$ cat src/rtl/eag_pkg.sv
package eag_pkg;

    localparam int EAG_DW       = 16;
    localparam int EAG_EW       = 4;
    localparam int EAG_BW       = 8;
    localparam int EAG_VEC_SIZE = 512;

    typedef enum logic [1:0] {
        AM_REL   = 2'd0,
        AM_XPOST = 2'd1,
        AM_ZIDX  = 2'd2,
        AM_RSVD  = 2'd3
    } amode_e;

    // page-qualified address split into its two parts
    typedef struct packed {
        logic [EAG_EW-1:0] page;
        logic [EAG_DW-1:0] word;
    } paddr_t;

endpackage

$ cat src/rtl/eag_rel_unit.sv
module eag_rel_unit #(
    parameter int DW = 16,
    parameter int BW = 8
) (
    input  logic [DW-1:0] pc,
    input  logic [DW-1:0] off,
    input  logic          off_word,
    input  logic          take,
    output logic [DW-1:0] pc_next
);
    localparam int PAD = DW - BW;

    logic [DW-1:0] sx_byte;
    logic [DW-1:0] delta;

    always_comb begin
        sx_byte = {{PAD{off[BW-1]}}, off[BW-1:0]};
        delta   = off_word ? off : sx_byte;
        pc_next = take ? (pc + delta) : pc;
    end
endmodule

$ cat src/rtl/eag_xpost_unit.sv
module eag_xpost_unit #(
    parameter int DW = 16,
    parameter int BW = 8
) (
    input  logic          clk,
    input  logic          rst,
    input  logic [DW-1:0] ix,
    input  logic [BW-1:0] off8,
    input  logic          upd,
    output logic [DW-1:0] ix_new
);
    localparam int PAD = DW - BW;

    logic [DW-1:0] step;
    assign step = {{PAD{off8[BW-1]}}, off8};

    always_ff @(posedge clk) begin
        if (rst)
            ix_new <= '0;
        else if (upd)
            ix_new <= ix + step;
    end
endmodule

$ cat src/rtl/eag_zbase_unit.sv
module eag_zbase_unit #(
    parameter int DW = 16,
    parameter int EW = 4,
    parameter int BW = 8
) (
    input  logic          clk,
    input  logic          rst,
    input  logic [EW-1:0] zk_vec,
    input  logic [DW-1:0] iz_vec,
    input  logic [BW-1:0] off8,
    output logic [EW-1:0] zpage,
    output logic [DW-1:0] zsum
);
    localparam int PAD = DW - BW;

    logic [DW-1:0] iz_q;

    always_ff @(posedge clk) begin
        if (rst) begin
            zpage <= zk_vec;
            iz_q  <= iz_vec;
        end
    end

    assign zsum = iz_q + {{PAD{1'b0}}, off8};
endmodule

$ cat src/rtl/eag_top.sv
module eag_top
    import eag_pkg::*;
#(
    parameter int DW       = EAG_DW,
    parameter int EW       = EAG_EW,
    parameter int BW       = EAG_BW,
    parameter int VEC_SIZE = EAG_VEC_SIZE
) (
    input  logic             clk,
    input  logic             rst,
    input  logic [1:0]       mode,
    input  logic             br_taken,
    input  logic             off_word,
    input  logic             post_stb,
    input  logic [DW-1:0]    offset,
    input  logic [DW-1:0]    pc,
    input  logic [EW-1:0]    pk,
    input  logic [DW-1:0]    ix,
    input  logic [EW-1:0]    xk,
    input  logic [EW-1:0]    zk_vec,
    input  logic [DW-1:0]    iz_vec,
    output logic [EW+DW-1:0] ea,
    output logic [DW-1:0]    pc_next,
    output logic [DW-1:0]    ix_new,
    output logic             vec_zone
);
    localparam int AW = EW + DW;
    localparam logic [AW-1:0] VEC_LIM = AW'(VEC_SIZE);

    amode_e        am;
    logic          rel_take;
    logic          x_upd;
    logic [EW-1:0] zpage;
    logic [DW-1:0] zsum;

    assign am       = amode_e'(mode);
    assign rel_take = (am == AM_REL) && br_taken;
    assign x_upd    = (am == AM_XPOST) && post_stb;

    eag_rel_unit #(.DW(DW), .BW(BW)) u_rel (
        .pc      (pc),
        .off     (offset),
        .off_word(off_word),
        .take    (rel_take),
        .pc_next (pc_next)
    );

    eag_xpost_unit #(.DW(DW), .BW(BW)) u_xpost (
        .clk   (clk),
        .rst   (rst),
        .ix    (ix),
        .off8  (offset[BW-1:0]),
        .upd   (x_upd),
        .ix_new(ix_new)
    );

    eag_zbase_unit #(.DW(DW), .EW(EW), .BW(BW)) u_zbase (
        .clk   (clk),
        .rst   (rst),
        .zk_vec(zk_vec),
        .iz_vec(iz_vec),
        .off8  (offset[BW-1:0]),
        .zpage (zpage),
        .zsum  (zsum)
    );

    always_comb begin
        unique case (am)
            AM_REL:   ea = {pk, pc_next};
            AM_XPOST: ea = {xk, ix};
            AM_ZIDX:  ea = {zpage, zsum};
            default:  ea = {pk, pc};
        endcase
    end

    assign vec_zone = (ea < VEC_LIM);
endmodule

$ cat config.mk
export PLATFORM = sky130hd
export DESIGN_NAME = eag_top
export DESIGN_NICKNAME = d
export VERILOG_FILES = /design/src/rtl/eag_pkg.sv /design/src/rtl/eag_rel_unit.sv /design/src/rtl/eag_xpost_unit.sv /design/src/rtl/eag_zbase_unit.sv /design/src/rtl/eag_top.sv
export SDC_FILE = /design/constraint.sdc
export NUM_CORES = 1
export LEC_CHECK = 0
export BUFFER_PORTS_ARGS = -buffer_cell sky130_fd_sc_hd__buf_2
export CORE_ASPECT_RATIO = 0.7
export CORE_UTILIZATION = 32
export CTS_BUF_LIST = sky130_fd_sc_hd__clkbuf_16
export DETAILED_ROUTE_END_ITERATION = 12
export MAX_ROUTING_LAYER = met4
export PLACE_DENSITY_LB_ADDON = 0.3
export SETUP_SLACK_MARGIN = 0.05
export SLEW_MARGIN = 10
export SYNTH_ARGS = -nofsm -noshare
export SYNTH_HDL_FRONTEND = slang
export SYNTH_SLANG_ARGS = --single-unit
$ cat constraint.sdc
create_clock -name clk -period 4.76 [get_ports clk]
set_clock_uncertainty 0.05 [all_clocks]
set_input_delay 0 -clock clk [delete_from_list [all_inputs] [get_ports clk]]
set_output_delay 0 -clock clk [all_outputs]
set_load 0.02 [all_outputs]
==> flow_metrics.env <==
export IMPL_numCtsBuffers=5
export IMPL_ant_nets=0
export IMPL_grt_pass1_wl_um=18800
export IMPL_crit_path_end_kind="primary output"
export IMPL_numPortBuffers=135
export IMPL_h_tree_depth=2
export IMPL_grt_util_met1_pct=28.3
export IMPL_slowest_delay_ns=0.48
export IMPL_grt_total_usage_pct=20.1
export IMPL_cp_max_fo=12
export IMPL_ys_ff_latch=36
export IMPL_fmax_mhz=299
export IMPL_hpwl_um=9920
export IMPL_final_core_util_pct=42.7
export IMPL_fin_crit_ns=3.34
export IMPL_met2_usage_pct=29.4
export IMPL_holdPathStages=4
export IMPL_worstSetupStartpoint="offset[7]"
export IMPL_nFillCells=1193
export IMPL_powerDensity_nw_per_um2=245
export IMPL_dr_first_iter_drc_count=215
export IMPL_grt_max_degree=36
export IMPL_worst_path_stages=13
export IMPL_syn_avg_cell_area_um2=8.49
export IMPL_max_slew_worst_pin_slew_ns=0.901
export IMPL_start_util_pct=32.9
export IMPL_finalInstanceArea_um2=4990
export IMPL_p_leak_nw=2.32
export IMPL_drc=0
export IMPL_diodes=0
export IMPL_final_instance_count_excl_fill=757
export IMPL_layout_common_cells="buf_2 (135), nand2_1 (74), a21oi_1 (41)"
export IMPL_synthMuxAreaShare_pct=8.85
export IMPL_cp_start_kind="primary input"
export IMPL_dr_pass1_iters=4
export IMPL_ys_warn_count=0
export IMPL_die_w_um=133
export IMPL_outcome="finished, final reports clean"
export IMPL_reg2reg_from="u_xpost.ix_new[12]"
export IMPL_cpMaxStageDelayCell="mux4_2"
export IMPL_rsz0062_at_grt="false"
export IMPL_vias=3901
export IMPL_synthXorXnorAreaFrac_pct=7.97
export IMPL_cts_setup_buffers=0
export IMPL_critical_path_buf_inv_count=2
export IMPL_slew_violations=0
export IMPL_arrival_ns=3.29
export IMPL_synth_ff_type="edfxtp_1"
export IMPL_layout_commonest_cell="buf_2"
export IMPL_synth_compound_area_share_pct=23.6
export IMPL_synth_async_reset_ratio_pct=0
export IMPL_setup_viol=0
export IMPL_max_cap_violations=0
export IMPL_cp_data_required_time_ns=4.71
export IMPL_synth_top_family_by_area="compound AO/OA/AOI/OAI gates"
export IMPL_nets=723
export IMPL_tns_ns=0
export IMPL_row_count=33
export IMPL_placed_cell_area_um2=4650
export IMPL_place_inst=729
export IMPL_slew_headroom_pct=38.4
export IMPL_syn_area_um2=3840
export IMPL_peakVddDrop_mv=0.124
export IMPL_busiest_layer="met2"
export IMPL_root_buffer="clkbuf_16"
export IMPL_grt_pass1_vias=3637
export IMPL_fin_crit_sh_pct=70.2
export IMPL_hold_viol_final=0
export IMPL_wl_um=12000
export IMPL_use_met3_pct=4.15
export IMPL_drive_above_1_share_pct=26.8
export IMPL_synthAdderAreaFrac_pct=13.9
export IMPL_die_h_um=93.7
export IMPL_synthSimpleGateAreaFrac_pct=18.6
export IMPL_synth_nets=577
export IMPL_cts_buffer_depth=2
export IMPL_coreArea_um2=11700
export IMPL_criticalPathCategory="primary input to primary output"
export IMPL_yosysUniqueCellTypes=57
export IMPL_path_delay_family="compound AO/OA/AOI/OAI gates"
export IMPL_grt_antenna_before_repair=0
export IMPL_path_common_cell="buf_2"
export IMPL_syn_inst=453
export IMPL_area_growth_pct=29.9
export IMPL_via_per_inst=5.15
export IMPL_yosysSeqAreaShare_pct=24.0
export IMPL_cts_sinks=36
export IMPL_hp_class="primary input to flop"
export IMPL_total_power_mw=1.22
export IMPL_cp_cell_sequence="buf_2 > nand2b_1 > nand2_1 > ha_1 > a21o_1 > a221o_1 > a221oi_2 > a21oi_2 > mux2i_1 > xnor2_1 > mux4_2 > and4bb_1 > buf_2"
export IMPL_path_clk_slew_ns=0.06
export IMPL_reg2reg_depth=3
export IMPL_grt_ovfl_total=0
export IMPL_routedWlPerCell_um=15.9
export IMPL_top_level_ports=136
export IMPL_synth_edff_count=20
export IMPL_cts_tree="yes"
export IMPL_insertion_delay_ns=0.28
export IMPL_min_from="ix[0]"
export IMPL_gp_congestion=0.900
export IMPL_ctsResizeCount=0
export IMPL_die_area_um2=12500
-- cells by family (layout without fill, tap and decap cells) --
| group | Yosys count | count (layout) |
|---|---|---|
| adder cells (fa/ha/maj) | 41 | 41 |
| XOR/XNOR | 35 | 35 |
| AO/OA/AOI/OAI | 137 | 137 |
| flip-flops | 36 | 36 |
| buffers and inverters | 30 | 177 |
| AND/OR/NAND/NOR | 154 | 154 |
| multiplexers | 20 | 20 |
-- area by class of cell --
type / count / area [um2] / area share (%)
Clock inverter: 3 / 15.0 / 0.301
Timing Repair Buffer: 156 / 883 / 17.7
Multi-Input combinational cell: 387 / 2800 / 56.2
Clock buffer: 5 / 125 / 2.51
Tap cell: 157 / 196 / 3.93
Sequential cell: 36 / 921 / 18.4
Inverter: 13 / 48.8 / 0.977
-- synthesized netlist by cell type (10+ instances only) --
library cell  count  area share [%]
nor2_1           23             2.2
clkbuf_1         14             1.4
nand3_1          11             1.4
a21o_1           14             2.7
dfxtp_1          16             8.3
ha_1             38              12
inv_1            11             1.1
o21ai_1          16             2.1
a211oi_1         11             2.1
edfxtp_1         20              16
xnor2_1          21             4.8
a21oi_1          41             5.3
xor2_1           14             3.2
mux4_2           11             6.4
nand2_1          74             7.2
nor2b_1          10             1.6
-- final timing paths --
kind                                           end  slack (ns)
worst min-delay path             u_xpost.ix_new[0]        0.08
worst max register to register  u_xpost.ix_new[12]        4.01
worst max-delay path                      vec_zone        1.42
worst min register to register   u_xpost.ix_new[5]        0.40
-- report_power, final --
part	switching (mW)	internal, mW
sequential	0.0116	0.351
combinational	0.312	0.228
clock	0.129	0.191
-- per-layer routing --
| metal | up-vias | share of wire (%) |
|---|---|---|
| li1 | 1972 | - |
| met1 | 1827 | 51 |
| met2 | 94 | 43 |
| met3 | 8 | 5.2 |
| met4 | 0 | 1.3 |
| met5 | - | 0 |
-- metrics by stage --
step                      setup slack [ns]  hold slack (ns)
after floorplan                       1.32           0.0191
after global placement                1.54            0.126
after CTS                             1.43           0.0809
after detailed placement              1.44            0.128
final                                 1.42           0.0805
after global routing                  1.21            0.120
-- tightest hold or removal path, stage by stage --
cell and delay, ns:
buf_2 0.09, ha_1 0.13, nand2_1 0.05, a21oi_1 0.10
-- state kept, by name, summed over array words and instances, names as in the netlist --
name / cells
u_xpost.ix_new: 16
u_zbase.iz_q: 16
u_zbase.zpage: 4
-- timing repair --
action | CTS | global route
endpoints found under the setup margin | 0 | 0
endpoints found under the hold margin | 20 | 0
hold buffers | 20 | 0
(Power assumes the default switching activity.)
